$ cat src/rtl/flag_ovr_pkg.sv
package flag_ovr_pkg;
    parameter int FLAG_CNT = 32;
    localparam int IDX_W = $clog2(FLAG_CNT);
    localparam int HALF  = FLAG_CNT / 2;

    typedef enum logic [1:0] {
        CMD_UNSET  = 2'b00,
        CMD_FORCE1 = 2'b01,
        CMD_FORCE0 = 2'b10,
        CMD_NOP    = 2'b11
    } flag_cmd_e;

    typedef struct packed {
        logic [FLAG_CNT-1:0] val;
        logic [FLAG_CNT-1:0] en;
    } flag_bank_t;
endpackage

$ cat src/rtl/flag_state_reg.sv
module flag_state_reg
    import flag_ovr_pkg::*;
(
    input  logic             clk,
    input  logic             rst_n,
    input  logic             seq_valid,
    input  logic [1:0]       seq_cmd,
    input  logic [IDX_W-1:0] seq_idx,
    input  logic             wr_en,
    input  logic             wr_sel,
    input  logic [2*HALF-1:0] wr_data,
    output flag_bank_t       bank_q
);
    flag_bank_t bank_d;

    always_comb begin
        bank_d = bank_q;
        // host word first, sequencer strobe last so it wins on its flag
        if (wr_en) begin
            if (wr_sel) begin
                bank_d.val[FLAG_CNT-1:HALF] = wr_data[HALF-1:0];
                bank_d.en[FLAG_CNT-1:HALF]  = wr_data[2*HALF-1:HALF];
            end else begin
                bank_d.val[HALF-1:0] = wr_data[HALF-1:0];
                bank_d.en[HALF-1:0]  = wr_data[2*HALF-1:HALF];
            end
        end
        if (seq_valid) begin
            case (flag_cmd_e'(seq_cmd))
                CMD_UNSET: bank_d.en[seq_idx] = 1'b0;
                CMD_FORCE1: begin
                    bank_d.en[seq_idx]  = 1'b1;
                    bank_d.val[seq_idx] = 1'b1;
                end
                CMD_FORCE0: begin
                    bank_d.en[seq_idx]  = 1'b1;
                    bank_d.val[seq_idx] = 1'b0;
                end
                default: ;
            endcase
        end
    end

    always_ff @(posedge clk or negedge rst_n) begin
        if (!rst_n) bank_q <= '0;
        else        bank_q <= bank_d;
    end
endmodule

$ cat src/rtl/flag_apply.sv
module flag_apply
    import flag_ovr_pkg::*;
#(
    parameter int PAUSE_IDX = 16
) (
    input  flag_bank_t          bank,
    input  logic                global_en,
    input  logic                read_forced,
    input  logic [FLAG_CNT-1:0] tgt_in,
    output logic [FLAG_CNT-1:0] tgt_eff,
    output logic [FLAG_CNT-1:0] tgt_rd
);
    for (genvar g = 0; g < FLAG_CNT; g++) begin : g_bit
        if (g == PAUSE_IDX) begin : g_pause
            assign tgt_eff[g] = tgt_in[g];
        end else begin : g_ovr
            assign tgt_eff[g] = (bank.en[g] && global_en) ? bank.val[g] : tgt_in[g];
        end
    end

    assign tgt_rd = read_forced ? tgt_eff : tgt_in;
endmodule

$ cat src/rtl/host_view.sv
module host_view
    import flag_ovr_pkg::*;
(
    input  flag_bank_t          bank,
    output logic [2*HALF-1:0]   word_lo,
    output logic [2*HALF-1:0]   word_hi
);
    assign word_lo = {bank.en[HALF-1:0], bank.val[HALF-1:0]};
    assign word_hi = {bank.en[FLAG_CNT-1:HALF], bank.val[FLAG_CNT-1:HALF]};
endmodule

$ cat src/rtl/flag_override_unit.sv
module flag_override_unit
    import flag_ovr_pkg::*;
#(
    parameter int PAUSE_IDX = 16
) (
    input  logic        clk,
    input  logic        rst_n,
    input  logic        seq_valid,
    input  logic [1:0]  seq_cmd,
    input  logic [4:0]  seq_idx,
    input  logic        host_wr_en,
    input  logic        host_wr_sel,
    input  logic [31:0] host_wr_data,
    output logic [31:0] host_rd_lo,
    output logic [31:0] host_rd_hi,
    input  logic        global_en,
    input  logic        read_forced,
    input  logic [31:0] tgt_in,
    output logic [31:0] tgt_eff,
    output logic [31:0] tgt_rd,
    input  logic        pause_ack,
    output logic        pause_req,
    output logic        paused_evt
);
    flag_bank_t bank_q;

    flag_state_reg u_state (
        .clk       (clk),
        .rst_n     (rst_n),
        .seq_valid (seq_valid),
        .seq_cmd   (seq_cmd),
        .seq_idx   (seq_idx),
        .wr_en     (host_wr_en),
        .wr_sel    (host_wr_sel),
        .wr_data   (host_wr_data),
        .bank_q    (bank_q)
    );

    flag_apply #(.PAUSE_IDX(PAUSE_IDX)) u_apply (
        .bank        (bank_q),
        .global_en   (global_en),
        .read_forced (read_forced),
        .tgt_in      (tgt_in),
        .tgt_eff     (tgt_eff),
        .tgt_rd      (tgt_rd)
    );

    host_view u_view (
        .bank    (bank_q),
        .word_lo (host_rd_lo),
        .word_hi (host_rd_hi)
    );

    // pause line follows the stored state only, never the global enable
    assign pause_req  = bank_q.en[PAUSE_IDX] & bank_q.val[PAUSE_IDX];
    assign paused_evt = pause_req & pause_ack;
endmodule

$ cat config.mk
export PLATFORM = sky130hd
export DESIGN_NAME = flag_override_unit
export DESIGN_NICKNAME = d
export VERILOG_FILES = /design/src/rtl/flag_ovr_pkg.sv /design/src/rtl/flag_state_reg.sv /design/src/rtl/flag_apply.sv /design/src/rtl/host_view.sv /design/src/rtl/flag_override_unit.sv
export SDC_FILE = /design/constraint.sdc
export NUM_CORES = 1
export LEC_CHECK = 0
export ABC_AREA = 1
export CAP_MARGIN = 5
export CORE_MARGIN = 8
export CORE_UTILIZATION = 44
export CTS_BUF_LIST = sky130_fd_sc_hd__clkbuf_4 sky130_fd_sc_hd__clkbuf_8
export DETAILED_ROUTE_END_ITERATION = 12
export PLACE_DENSITY = 0.8
export REMOVE_ABC_BUFFERS = 1
export SKIP_LAST_GASP = 1
export SLEW_MARGIN = 20
export SYNTH_ARGS = -nofsm -noshare
export SYNTH_HDL_FRONTEND = slang
export SYNTH_HIERARCHICAL = 1
export SYNTH_SLANG_ARGS = --single-unit
$ cat constraint.sdc
create_clock -name clk -period 0.84 [get_ports clk]
set_input_delay 0.168 -clock clk [delete_from_list [all_inputs] [get_ports clk]]
set_output_delay 0.168 -clock clk [all_outputs]
set_load 0.01 [all_outputs]
==> impl_metrics.json, run 1 <==
{
  "synth_area_sq_mm": 0.00632,
  "htreeDepth": 3,
  "cap_violations": 0,
  "die_x_um": 136,
  "synth_area_leaders": "nand2_1 27%, dfrtp_1 25%, inv_1 12%, buf_4 8.7%, nand3_1 7.5%",
  "gp_congestion": 0.855,
  "setup_slack_ps": -606,
  "cts_sinks": 64,
  "synth_area_leader_cell": "nand2_1",
  "grt_pass1_wl_um": 38300,
  "violations": "setup timing",
  "path_clk_slew_ps": 80,
  "p_leak_nw": 5.63,
  "drc": 0,
  "dieArea_sq_mm": 0.0185,
  "final_max_slew_viol_count": 0,
  "grt_max_degree": 35,
  "antenna_cells": 0,
  "critPathMaxFanout": 4,
  "drt_wl_total_um": 26400,
  "die_y_um": 136,
  "rr_worst_depth": 8,
  "antenna_left": 0,
  "ys_warn_count": 6,
  "ctsRootBufferMaster": "clkbuf_8",
  "via_count": 8069,
  "grt-ovfl-total": 0,
  "grt_setup_unrepaired": "true",
  "async_flop_share_pct": 100,
  "nets": 1447,
  "placed_area_sq_mm": 0.00866,
  "port_buffers": 205,
  "end_kind": "primary output",
  "largest_reg_flops": 64,
  "powerDensity_mw_per_mm2": 1520,
  "synth-seq-cells": 64,
  "n_fill_cell": 1047,
  "worst-endpoint-required_ps": 670,
  "ios": 209,
  "setup_viol": 192,
  "yosysUniqueCellTypes": 23,
  "dr.pass1.iters": 6,
  "syn_inst": 1100,
  "synth_top_area_share_pct": 26.6,
  "fmax_mhz": 691,
  "cp.arrival_ps": 1280,
  "numCtsBuffers": 9,
  "largest-register": "u_state/bank_q",
  "timing.rr.start": "u_state/bank_q[29]$_DFF_PN0_",
  "ir_worst_vdd_v": 0.000785,
  "synth_common_cells": "449 x nand2_1, 201 x inv_1, 95 x nand3_1",
  "top_regs": "u_state/bank_q: 64 flops",
  "drive_above_1_share_pct": 39.3,
  "cts_max_path_buffers": 2,
  "status": "complete, but fails checks",
  "fin_crit_sh_pct": 172,
  "drt-initial-drc-count": 808,
  "path_class": "reg -> out",
  "hold_class": "in -> async",
  "slew_headroom_pct": 76.6,
  "fin_worst_skew_ps": 0,
  "hpwl_um": 15500,
  "synth_most_common_cell": "nand2_1",
  "wl_per_cell_um": 17.0,
  "hold_viol_final": 0,
  "multi_input_area_sq_mm": 0.00370,
  "core_area_sq_mm": 0.0143,
  "final_area_sq_mm": 0.0102,
  "floorplan.initialDensity_pct": 44.2,
  "synthToLayoutAreaGrowth_pct": 61.9,
  "synth_edf_count": 0,
  "final_util_pct": 71.5,
  "worstSetupStartpointType": "register",
  "clk_latency_ps": 350,
  "avgSynthCellArea_sq_um": 5.75,
  "antenna_found_initial": 2,
  "layout_min_cycle_time_ps": 1450,
  "area.sequential_sq_mm": 0.00161,
  "timing.rr.end": "u_state/bank_q[29]$_DFF_PN0_",
  "vias_per_cell": 5.20,
  "pre_cts_ws_ps": -1020,
  "rows": 44,
  "grt_pass1_vias": 7670,
  "ys.flop_type": "dfrtp_1",
  "regToRegSetupSlack_ps": -330,
  "grt_use_total_pct": 25.9,
  "tightest_slew_ps": 351,
  "ys_seq_area_share_pct": 25.3,
  "cts_tree": "yes"
}
repair_timing:
action,4_1_cts,5_1_grt
pin swaps,155,109
cloned,11,0
resized for setup,835,209
setup endpoints to repair,192,192
hold endpoints to repair,6,0
hold buffers,1,0
buffers inserted,61,39
how the worst max path moves through the flow:
stage                                  from                      endpoint  slack [ps]  cells after the start
5_1_grt        u_state/bank_q[29]$_DFF_PN0_                    tgt_rd[29]        -640                      5
4_1_cts         u_state/bank_q[9]$_DFF_PN0_                    tgt_eff[9]        -570                      5
2_1_floorplan                    seq_cmd[0]  u_state/bank_q[60]$_DFF_PN0_       -1200                      7
3_3_place_gp                     seq_cmd[0]  u_state/bank_q[63]$_DFF_PN0_        -980                      9
3_5_place_dp                     seq_cmd[0]  u_state/bank_q[62]$_DFF_PN0_       -1020                      9
6_report       u_state/bank_q[29]$_DFF_PN0_                    tgt_rd[29]        -610                      5
logic make-up after synthesis:
| family | after synthesis | synth area share (%) |
|---|---|---|
| fa+ha+maj | 4 | 0.791 |
| flops | 64 | 25.3 |
| compound gates | 96 | 7.60 |
| simple gates | 616 | 41.6 |
| buf+inv | 320 | 24.7 |
stage by stage:
stage               cells  power, mW  hold slack (ps)  TNS [ps]
global route         1553       16.4              251    -73180
finish               1553       15.5              253    -65660
global placement     1467       10.5             76.3   -123520
detailed placement   1467       10.6             78.0   -127380
floorplan             987       6.77             -128    -72920
CTS                  1545       14.5              244    -61160
layer usage:
layer,GRT usage [%],share of wire [%],vias to the layer above
met1,29.1,35,3697
li1,-,-,3748
met5,0,0.091,-
met2,45.4,50,492
met4,14.5,5.4,4
met3,4.95,9.6,128
power by group:
| group | leakage (nW) | internal [mW] | switching, mW |
|---|---|---|---|
| sequential | 0.758 | 3.62 | 0.601 |
| combinational | 4.76 | 4.39 | 4.03 |
| clock | 0.110 | 1.59 | 1.29 |
worst max-delay path: stages (launching register included):
cell and delay, ps:
dfrtp_1 440, nand2_1 110, nand2_2 100, nand3_2 70, nand2_1 70, buf_2 130
layout make-up:
class | count | share of cell area (%)
Clock buffer | 13 | 1.63
Sequential cell | 64 | 15.7
Multi-Input combinational cell | 716 | 36.2
Timing Repair Buffer | 366 | 36.2
Tap cell | 184 | 2.25
Clock inverter | 3 | 0.391
Inverter | 207 | 7.69
placed cells by master, fill, tap and decap left out, drive strengths merged:
cell type,Yosys,routed
nand3,100,100
and2,31,31
o21ai,96,96
inv,207,207
buf,105,299
clkinv,0,2
clkdlybuf4s50,0,64
nor2,30,30
nand2,455,455
dlygate4sd3,0,1
ha,4,4
clkdlybuf4s15,0,1
bufbuf,0,1
clkbuf,8,13
bufinv,0,1
dfrtp,64,64
Power figures use the tool's default switching activity.
==> run 2: changes to the inputs <==
CAP_MARGIN = not set   (was 5)
==> results of run 2 <==
Final layout, timing and power as in run 1 (identical DEF).
==> run 3: changes to the inputs <==
HOLD_SLACK_MARGIN = 0.1   (was not set)
==> results of run 3 <==
Final layout, timing and power as in run 1 (identical DEF).
